## src/rtl/asram_pkg.sv

```systemverilog
`timescale 1ns/1ps
package asram_pkg;

    typedef enum logic [2:0] {
        ST_IDLE,
        ST_WFLOAT,
        ST_WDRIVE,
        ST_WREC,
        ST_RTURN,
        ST_RACC
    } asram_st_e;

    // Nanoseconds to clock cycles, rounded up, never below one.
    function automatic int ns_to_cyc(input int ns, input int clk_ns);
        int c;
        c = (ns + clk_ns - 1) / clk_ns;
        if (c < 1) c = 1;
        return c;
    endfunction

    function automatic int max2(input int a, input int b);
        return (a > b) ? a : b;
    endfunction

endpackage

```

## src/rtl/asram_phase_timer.sv

```systemverilog
`timescale 1ns/1ps
module asram_phase_timer #(
    parameter int W = 3
) (
    input  logic         clk,
    input  logic         rst_n,
    input  logic         load,
    input  logic [W-1:0] load_val,
    output logic         last
);

    logic [W-1:0] cnt_q;

    always_ff @(posedge clk) begin
        if (!rst_n) begin
            cnt_q <= '0;
        end else if (load) begin
            cnt_q <= load_val;
        end else if (cnt_q != '0) begin
            cnt_q <= cnt_q - 1'b1;
        end
    end

    assign last = (cnt_q == '0);

endmodule

```

## src/rtl/asram_rd_capture.sv

```systemverilog
`timescale 1ns/1ps
module asram_rd_capture #(
    parameter int DATA_W = 8
) (
    input  logic              clk,
    input  logic              rst_n,
    input  logic              cap_en,
    input  logic [DATA_W-1:0] din,
    output logic [DATA_W-1:0] dout
);

    logic [DATA_W-1:0] data_q;

    always_ff @(posedge clk) begin
        if (!rst_n) begin
            data_q <= '0;
        end else if (cap_en) begin
            data_q <= din;
        end
    end

    assign dout = data_q;

endmodule

```

## src/rtl/asram_ctrl.sv

```systemverilog
`timescale 1ns/1ps
module asram_ctrl #(
    parameter int ADDR_W    = 15,
    parameter int DATA_W    = 8,
    parameter int CLK_NS    = 5,
    parameter int T_WP_NS   = 20,
    parameter int T_AW_NS   = 20,
    parameter int T_DW_NS   = 15,
    parameter int T_WREC_NS = 5,
    parameter int T_WC_NS   = 25,
    parameter int T_WLQZ_NS = 9,
    parameter int T_AA_NS   = 25,
    parameter int T_OE_NS   = 9
) (
    input  logic              clk,
    input  logic              rst_n,
    input  logic              req_valid,
    input  logic              req_write,
    input  logic [ADDR_W-1:0] req_addr,
    input  logic [DATA_W-1:0] req_wdata,
    output logic              resp_done,
    output logic [DATA_W-1:0] resp_rdata,
    output logic [ADDR_W-1:0] mem_addr,
    output logic              mem_cs_n,
    output logic              mem_ce,
    output logic              mem_we_n,
    output logic              mem_oe_n,
    output logic [DATA_W-1:0] mem_dq_o,
    output logic              mem_dq_oe,
    input  logic [DATA_W-1:0] mem_dq_i
);
    import asram_pkg::*;

    // Phase lengths in cycles
    localparam int C_QZ    = ns_to_cyc(T_WLQZ_NS, CLK_NS);
    localparam int C_DRV   = max2(ns_to_cyc(T_DW_NS, CLK_NS),
                                  max2(ns_to_cyc(T_WP_NS, CLK_NS) - C_QZ,
                                       ns_to_cyc(T_AW_NS, CLK_NS) - C_QZ));
    localparam int C_PULSE = C_QZ + C_DRV;
    localparam int C_REC   = max2(ns_to_cyc(T_WREC_NS, CLK_NS),
                                  ns_to_cyc(T_WC_NS, CLK_NS) - C_PULSE);
    localparam int C_RACC  = max2(ns_to_cyc(T_AA_NS, CLK_NS),
                                  ns_to_cyc(T_OE_NS, CLK_NS));
    localparam int C_MAX   = max2(max2(C_QZ, C_DRV), max2(C_REC, C_RACC));
    localparam int CNT_W   = max2($clog2(C_MAX + 1), 1);
    localparam int SAT_W   = $clog2(C_PULSE + C_REC + 2) + 1;

    localparam logic [CNT_W-1:0] L_QZ   = CNT_W'(C_QZ - 1);
    localparam logic [CNT_W-1:0] L_DRV  = CNT_W'(C_DRV - 1);
    localparam logic [CNT_W-1:0] L_REC  = CNT_W'(C_REC - 1);
    localparam logic [CNT_W-1:0] L_RACC = CNT_W'(C_RACC - 1);

    typedef struct packed {
        asram_st_e         st;
        logic [ADDR_W-1:0] addr;
        logic [DATA_W-1:0] wdat;
        logic              cs_n;
        logic              ce;
        logic              we_n;
        logic              oe_n;
        logic              dq_oe;
        logic              done;
    } regs_t;

    regs_t            r_d, r_q;
    logic             t_load;
    logic [CNT_W-1:0] t_val;
    logic             t_last;
    logic             cap_en;
    logic             is_fin;
    logic             take;

    asram_phase_timer #(.W(CNT_W)) u_timer (
        .clk      (clk),
        .rst_n    (rst_n),
        .load     (t_load),
        .load_val (t_val),
        .last     (t_last)
    );

    asram_rd_capture #(.DATA_W(DATA_W)) u_capture (
        .clk    (clk),
        .rst_n  (rst_n),
        .cap_en (cap_en),
        .din    (mem_dq_i),
        .dout   (resp_rdata)
    );

    always_comb begin
        r_d       = r_q;
        r_d.done  = 1'b0;
        t_load    = 1'b0;
        t_val     = '0;
        cap_en    = 1'b0;
        is_fin    = t_last && ((r_q.st == ST_WREC) || (r_q.st == ST_RACC));
        take      = req_valid && ((r_q.st == ST_IDLE) || is_fin);

        if (is_fin) begin
            r_d.done = 1'b1;
            cap_en   = (r_q.st == ST_RACC);
        end

        if (take) begin
            r_d.addr  = req_addr;
            r_d.cs_n  = 1'b0;
            r_d.ce    = 1'b1;
            r_d.dq_oe = 1'b0;
            t_load    = 1'b1;
            if (req_write) begin
                r_d.st   = ST_WFLOAT;
                r_d.wdat = req_wdata;
                r_d.we_n = 1'b0;
                r_d.oe_n = 1'b1;
                t_val    = L_QZ;
            end else if (r_q.st == ST_WREC) begin
                r_d.st   = ST_RTURN;
                r_d.we_n = 1'b1;
                r_d.oe_n = 1'b1;
                t_val    = '0;
            end else begin
                r_d.st   = ST_RACC;
                r_d.we_n = 1'b1;
                r_d.oe_n = 1'b0;
                t_val    = L_RACC;
            end
        end else if (is_fin) begin
            r_d.st    = ST_IDLE;
            r_d.cs_n  = 1'b1;
            r_d.ce    = 1'b0;
            r_d.we_n  = 1'b1;
            r_d.oe_n  = 1'b1;
            r_d.dq_oe = 1'b0;
        end else if (t_last) begin
            case (r_q.st)
                ST_WFLOAT: begin
                    r_d.st    = ST_WDRIVE;
                    r_d.dq_oe = 1'b1;
                    t_load    = 1'b1;
                    t_val     = L_DRV;
                end
                ST_WDRIVE: begin
                    r_d.st    = ST_WREC;
                    r_d.we_n  = 1'b1;
                    r_d.dq_oe = 1'b0;
                    t_load    = 1'b1;
                    t_val     = L_REC;
                end
                ST_RTURN: begin
                    r_d.st   = ST_RACC;
                    r_d.oe_n = 1'b0;
                    t_load   = 1'b1;
                    t_val    = L_RACC;
                end
                default: ;
            endcase
        end
    end

    always_ff @(posedge clk) begin
        if (!rst_n) begin
            r_q.st    <= ST_IDLE;
            r_q.addr  <= '0;
            r_q.wdat  <= '0;
            r_q.cs_n  <= 1'b1;
            r_q.ce    <= 1'b0;
            r_q.we_n  <= 1'b1;
            r_q.oe_n  <= 1'b1;
            r_q.dq_oe <= 1'b0;
            r_q.done  <= 1'b0;
        end else begin
            r_q <= r_d;
        end
    end

    assign resp_done = r_q.done;
    assign mem_addr  = r_q.addr;
    assign mem_cs_n  = r_q.cs_n;
    assign mem_ce    = r_q.ce;
    assign mem_we_n  = r_q.we_n;
    assign mem_oe_n  = r_q.oe_n;
    assign mem_dq_o  = r_q.wdat;
    assign mem_dq_oe = r_q.dq_oe;

    // Cycles the write strobe has spent low / high so far (for checks)
    logic [SAT_W-1:0] we_lo_q, we_hi_q;
    always_ff @(posedge clk) begin
        if (!rst_n) begin
            we_lo_q <= '0;
            we_hi_q <= '1;
        end else begin
            we_lo_q <= (!mem_we_n) ? ((we_lo_q == '1) ? we_lo_q : we_lo_q + 1'b1) : '0;
            we_hi_q <= ( mem_we_n) ? ((we_hi_q == '1) ? we_hi_q : we_hi_q + 1'b1) : '0;
        end
    end

    AST_NO_BUS_FIGHT: assert property (@(posedge clk) disable iff (!rst_n)
        mem_dq_oe |-> (mem_oe_n && !mem_we_n));
    AST_FLOAT_FIRST: assert property (@(posedge clk) disable iff (!rst_n)
        $rose(mem_dq_oe) |-> (we_lo_q >= SAT_W'(C_QZ)));
    AST_WRITE_QUAL: assert property (@(posedge clk) disable iff (!rst_n)
        !mem_we_n |-> (!mem_cs_n && mem_ce && mem_oe_n));
    AST_WR_ADDR_STABLE: assert property (@(posedge clk) disable iff (!rst_n)
        (!mem_we_n && !$past(mem_we_n)) |-> $stable(mem_addr));
    AST_PULSE_WIDTH: assert property (@(posedge clk) disable iff (!rst_n)
        $rose(mem_we_n) |-> (we_lo_q >= SAT_W'(C_PULSE)));
    AST_RECOVERY_GAP: assert property (@(posedge clk) disable iff (!rst_n)
        $fell(mem_we_n) |-> (we_hi_q >= SAT_W'(C_REC)));
    AST_READ_QUAL: assert property (@(posedge clk) disable iff (!rst_n)
        !mem_oe_n |-> (mem_we_n && !mem_cs_n && mem_ce));

endmodule

```

## config.mk

```make
export PLATFORM = sky130hd
export DESIGN_NAME = asram_ctrl
export DESIGN_NICKNAME = d
export VERILOG_FILES = /design/src/rtl/asram_pkg.sv /design/src/rtl/asram_phase_timer.sv /design/src/rtl/asram_rd_capture.sv /design/src/rtl/asram_ctrl.sv
export SDC_FILE = /design/constraint.sdc
export NUM_CORES = 1
export LEC_CHECK = 0
export ABC_AREA = 1
export BUFFER_PORTS_ARGS = -buffer_cell sky130_fd_sc_hd__buf_2
export CAP_MARGIN = 20
export CELL_PAD_IN_SITES_DETAIL_PLACEMENT = 2
export CELL_PAD_IN_SITES_GLOBAL_PLACEMENT = 2
export CORE_ASPECT_RATIO = 1.2
export CORE_MARGIN = 4
export CORE_UTILIZATION = 24
export CTS_BUF_LIST = sky130_fd_sc_hd__clkbuf_8
export CTS_CLUSTER_DIAMETER = 150
export DETAILED_ROUTE_END_ITERATION = 16
export PLACE_DENSITY = 0.72
export SKIP_LAST_GASP = 1
export SLEW_MARGIN = 20
export SYNTH_ARGS = -nofsm -noshare
export SYNTH_HDL_FRONTEND = slang
export SYNTH_SLANG_ARGS = --single-unit
```

## constraint.sdc

```tcl
create_clock -name clk -period 1.5 [get_ports clk]
set_clock_uncertainty 0.15 [all_clocks]
set_input_delay 0.15 -clock clk [delete_from_list [all_inputs] [get_ports clk]]
set_output_delay 0.15 -clock clk [all_outputs]
set_load 0.01 [all_outputs]
```

* After elaboration in Yosys (flattened, before gate mapping)
Index checks and enable logic that the tools add are counted.
** Storage, ports and cells
- Register bits after elaboration :: 43
- Input bits :: 35
- Output and inout bits :: 37
- Word-level logic and storage cells :: 68
** Cells by class
- $add $sub $neg :: 1
- Eq/ne operators :: 5
- Muxes and demuxes :: 29
- Bitwise operators :: 1
- Reduce and logical (&&, ||, !) cells :: 21
** Operators with widths (count)
- 2-to-1 mux 3 bit :: 13
- nonzero test 3 bit :: 4
- 2-to-1 mux 1 bit :: 10
- AND reduction 2 bit :: 5
- case mux 3 bit (3 select lines) :: 1
- equality test 3 x 2 -> 1 bit, second input constant :: 2
- equality test 3 bit, second input constant :: 2
- zero test 3 bit :: 2
- case mux 3 bit (2 select lines) :: 1
- nonzero test 2 bit :: 3
- OR reduction 3 bit :: 2
- 2-to-1 mux 5 bit :: 1
- nonzero test 5 bit :: 1
- 2-to-1 mux 2 bit :: 2
- equality test 3 x 1 -> 1 bit, second input constant :: 1
- subtractor 3 x 1 -> 3 bit, second input constant :: 1
- logical AND 1 bit :: 2
- logical OR 1 bit :: 2
- case mux 1 bit (2 select lines) :: 1
- NOT 1 bit :: 1

* Longest topological paths before layout
- Depth in word-level cells :: 7
- Depth in mapped cells :: 12
- Gate-level depth less buffers :: 11

* Cells and area by module
Synthesis repeated with hierarchy kept, for this count alone.
** Second synthesis, totals
- Cells, all modules :: 281
- Area, all modules :: 2097.0 sq um
** By module, submodules not included
- asram_ctrl :: instances 1, cells each 201, area each 1540.2 sq um, sequential area each 640.6 sq um
- asram_rd_capture :: instances 1, cells each 51, area each 356.6 sq um, sequential area each 160.2 sq um
- asram_phase_timer :: instances 1, cells each 29, area each 200.2 sq um, sequential area each 60.1 sq um

* Worst setup path before layout
Ideal clock, no wire load.
- Path type :: reg-to-reg
- From :: register u_timer.cnt_q[0]
- To :: register r_q, in the netlist mem_addr[10]
- Data arrival time :: 1.418 ns
- Data required time :: 1.237 ns
- Slack :: -0.181 ns
- Stages on the path, launching flop included :: 12
- Clock period less this slack :: 1.681 ns
- Cells stage by stage :: dfxtp_1 > inv_1 > ha_1 > inv_1 > nor2_2 > nand3_4 > nand2_4 > nand2_4 > buf_6 > buf_6 > o21ai_1 > nor2_1
** On the way
- Longest elaborated chain between the ends :: 4
** RTL lines
- start, declared :: RTL line asram_phase_timer.sv:12 : logic [W-1:0] cnt_q;
- start signal, assigned :: RTL line asram_phase_timer.sv:18 : cnt_q <= load_val;
- start signal, assigned :: RTL line asram_phase_timer.sv:20 : cnt_q <= cnt_q - 1'b1;
- zero test 3 bit :: RTL line asram_phase_timer.sv:24 : assign last = (cnt_q == '0);
- logical AND 1 bit :: RTL line asram_ctrl.sv:95 : is_fin = t_last && ((r_q.st == ST_WREC) || (r_q.st == ST_RACC));
- logical OR 1 bit :: RTL line asram_ctrl.sv:96 : take = req_valid && ((r_q.st == ST_IDLE) || is_fin);
- logical AND 1 bit :: RTL line asram_ctrl.sv:96
- end signal, assigned :: RTL line asram_ctrl.sv:171 : r_q <= r_d;
- end, declared :: RTL line asram_ctrl.sv:65 : regs_t r_d, r_q;
Every way passes these cells.
A chain may end at the register's enable or synchronous reset.

* Worst setup path in the final report
- From :: register u_timer.cnt_q[0]
- To :: register u_timer.cnt_q[2]
** On the way
- Longest elaborated chain between the ends :: 6
** RTL lines
- branches (longest 6 deep; another with subtractor 3 x 1 -> 3 bit)
Parallel ways; which one is timed is not known. The select of a mux whose other input is x is not followed.

==> key figures <==
Run status
  • Status: complete, but fails checks
  • Failing checks: negative setup slack

Clocking
  • CTS tree: done
  • Clk_lat worst skew: roughly 0.3 ns
  • Clock tree sinks: 43
  • Num CTS Buffers: 5
  • CTS root buf: clkbuf_8
  • Reg clk slew, reported paths: approximately 0.090 ns
  • Clk buf depth: 2
  • H-tree depth: 2

Place
  • I/O Buffers: 71
  • Routability cong.: just over 0.7
  • Place WS: -0.174 ns
  • Placed Area: around 0.0024 mm²
  • Post-DP HPWL: approximately 4600 µm
  • Placed Cells: approximately 430

Critical path
  • Setup crit start kind: flop
  • CP cell instances: inv_2 > ha_4 > inv_2 > nor2_4 > nand3_4 > nand2_4 > nand2_8 > buf_12 > nand2_4 > nand2_2 > nor2_2 > nor2_1
  • Crit-path max FO: 6
  • WS Path Type: reg -> reg
  • Critical Path Slowest Stage Cell: dfxtp_2
  • Crit path largest cell delay: ~0.34 ns
  • WP data required: 1.55 ns
  • WP data arrival: between 1.5 and 2 ns
  • CP endpoint kind: flop
  • R2R depth: 12

GRT
  • Initial antenna violation count: 0
  • Grt met2 use: 27.7%
  • Gr usage total: between 10% and 20%
  • First-pass GRT wire length: between 10000 and 15000 µm
  • Met3 Use GR: approximately 2.4%
  • GRT Residual Overflow: 0
  • Met1 Use GR: between 15 and 20%
  • Largest net degree at the start of global routing: 24
  • GRT Max-Usage Layer: met2
  • Vias in the first global route: between 2000 and 2500

Die
  • Core area: 0.00811 mm²
  • Die area: ~0.0098 mm²
  • Initial Utilization: about a quarter
  • Die span in y: roughly 110 µm
  • IO Count: between 70 and 80
  • # rows: 36
  • Die width: approximately 91 µm

Synth
  • Post-synthesis mux area share: 0%
  • Mean Syn Cell Area: about 7.3 µm²
  • Number of enable flip-flop cells after synthesis: 0
  • Post-Syn Area: between 0.0015 and 0.002 mm²
  • Synth async-reset ratio: 0%
  • Post-synth top area cell: dfxtp_1
  • Simple-gate portion of the synthesized area: between 20 and 30%
  • FF+latch count, synth: 43
  • Share of the synthesized area in the top cell type: between 40% and 50%
  • Register area share after synthesis: between 40 and 50%
  • Post-synth top cells: nor2_1, dfxtp_1, nand2_1, buf_4, nand3_1
  • Synth cell types: 23
  • Synth area leaders: dfxtp_1, nor2_1, buf_4
  • Synth warn: 0
  • Main synth FF type: dfxtp_1
  • Adder-Cell Fraction of Synth Area: 1.26%
  • Mapped Nets: between 300 and 400
  • Largest family of logic cells by synthesized area: simple AND/OR/NAND/NOR gates
  • Post-Synthesis Cells: 272
  • Synth Area in Compound Gates: 9.94%
  • Xor-xnor portion of the synthesized cell area: 0%
  • Count leader, synth: nor2_1

Cells and area
  • Antenna diode count: 0
  • Share of layout cells above drive strength 1: 38.8%
  • Design Area, Final: 0.00306 mm²
  • Layout area overhead: 54.1%
  • Layout net count: around 420
  • Layout Cells excl Fill: about 480

Power and ir drop
  • Clock power frac: ~17%
  • P_int: roughly 3.2 mW
  • Psw: 2.24 mW
  • Seq pwr share: 29.7%
  • Comb pwr share: a little over half
  • Peak supply drop: between 0.0004 and 0.0005 V
  • Leak pwr: approximately 1.5 nW
  • Total chip power: between 5 and 6 mW
  • Switching Fraction: between 40% and 50%
  • Pwr dens: about 1800 mW/mm²

Timing
  • Slew margin rel.: between 70% and 80%
  • Worst Max-Slew Pin Slew: between 0.4 and 0.5 ns
  • Hold Fails Final Rpt: 0
  • Slew Viols, Final: 0
  • Peak Freq: 0.583 GHz
  • Fin crit share: 114%
  • Final setup vio count: 42
  • RSZ-0062 raised after global routing: yes
  • Min cycle time layout: roughly 1.7 ns
  • Final worst setup slack: -0.214 ns

Route
  • Number of DRC markers in iteration 0: 73
  • 1st-pass router iterations: 4
  • DR vias: 2177
  • Via/cell ratio: roughly 4.6
  • Routed Wire Length: roughly 7600 µm
  • ANT nets after route: 0
  • Drt wl/cell: about 16 µm
  • Residual DRC: 0

Hold path
  • Worst hold-check path type: in -> reg
  • Hold path cells: 3

Flow run
  • Max cap viols: 0
[area by class of cell]
class / instances / area, µm²
Tap cell: 95 / 119
Inverter: 19 / 87.6
Multi-Input combinational cell: 177 / 920
Sequential cell: 43 / 863
Clock inverter: 3 / 43.8
Clock buffer: 5 / 68.8
Timing Repair Buffer: 134 / 961
Fill cell: 943 / 5040
[kinds of logic (layout without fill, tap and decap cells)]
kind of cell,count (synthesis),in the layout
AO/OA/AOI/OAI,39,39
buffers and inverters,53,161
adder cells (fa/ha/maj),2,2
AND/OR/NAND/NOR,135,136
flip-flops,43,43
[power groups by stage]
stage	sequential [mW]	clock [mW]	combinational, mW
2_1_floorplan	1.63	0	1.61
3_3_place_gp	1.63	0	2.24
3_5_place_dp	1.63	0	2.31
4_1_cts	1.61	0.969	2.51
5_1_grt	1.66	1.01	3.26
6_report	1.63	0.930	2.92
[registers in the layout, summed over array words and instances, names as in the netlist]
register,cells
mem_addr,15
mem_dq_o,8
u_capture.dout,8
r_q,3
u_timer.cnt_q,3
mem_ce,1
mem_cs_n,1
mem_dq_oe,1
mem_oe_n,1
mem_we_n,1
resp_done,1
[what timing repair did]
action / 4_1_cts / 5_1_grt
buffers inserted: 3 / 5
pin swaps: 3 / 8
gates resized for setup: 8 / 26
gates cloned: 0 / 3
setup endpoints to repair: 41 / 42
hold buffers: 31 / 0
endpoints found under the hold margin: 31 / 0
[per-stage QoR]
stage / hold WS, ns / TNS [ns] / utilization [%]
after floorplan: 0.139 / -1.29 / -
after global placement: 0.237 / -3.69 / 29.9
after detailed placement: 0.255 / -5.23 / 29.9
after CTS: 0.0884 / -4.60 / 35.7
after global routing: 0.114 / -10.50 / 37.8
final: 0.104 / -6.18 / 37.8
[critical path: cells and delay by family, from the launching register on]
family	cells	cell delay (ns)
buffers and inverters	3	0.28
adder cells (fa/ha/maj)	1	0.13
AND/OR/NAND/NOR	8	0.71
flip-flops	1	0.34
[routing by layer]
layer  vias to the layer above  wire length, µm
met5                         -                0
met2                        45             4160
met3                         9              183
li1                       1064                -
met4                         0              156
met1                      1059             3070
[worst paths after layout]
check	slack, ns	to	startpoint
setup / recovery	-0.21	u_timer.cnt_q[2]	u_timer.cnt_q[0]
hold / removal	0.10	mem_dq_o[0]	req_write
setup reg to reg	-0.21	u_timer.cnt_q[2]	u_timer.cnt_q[0]
hold reg to reg	0.31	mem_oe_n	mem_oe_n
[placed cells by master, fill, tap and decap left out]
master,n
dlygate4sd3_1,31
nor3_1,1
o21ai_1,11
nand4_1,5
o21ai_2,3
nand3_4,2
o21ai_0,11
clkinvlp_4,1
clkbuf_8,5
inv_2,5
nand2_1,33
dfxtp_1,41
nor2_2,7
clkinv_4,1
dfxtp_2,2
inv_1,12
nand3_1,20
a21oi_1,12
nor2_1,54
a21oi_2,1
nand2_8,1
buf_2,71
bufinv_16,1
clkbuf_16,2
nor2_4,1
ha_1,1
buf_4,27
ha_4,1
nand2_2,7
o21a_1,1
nand3_2,3
buf_12,1
nand2_4,2
buf_6,2
clkinv_2,1
clkinv_8,1
No activity file was read; power rests on OpenSTA's default activity.
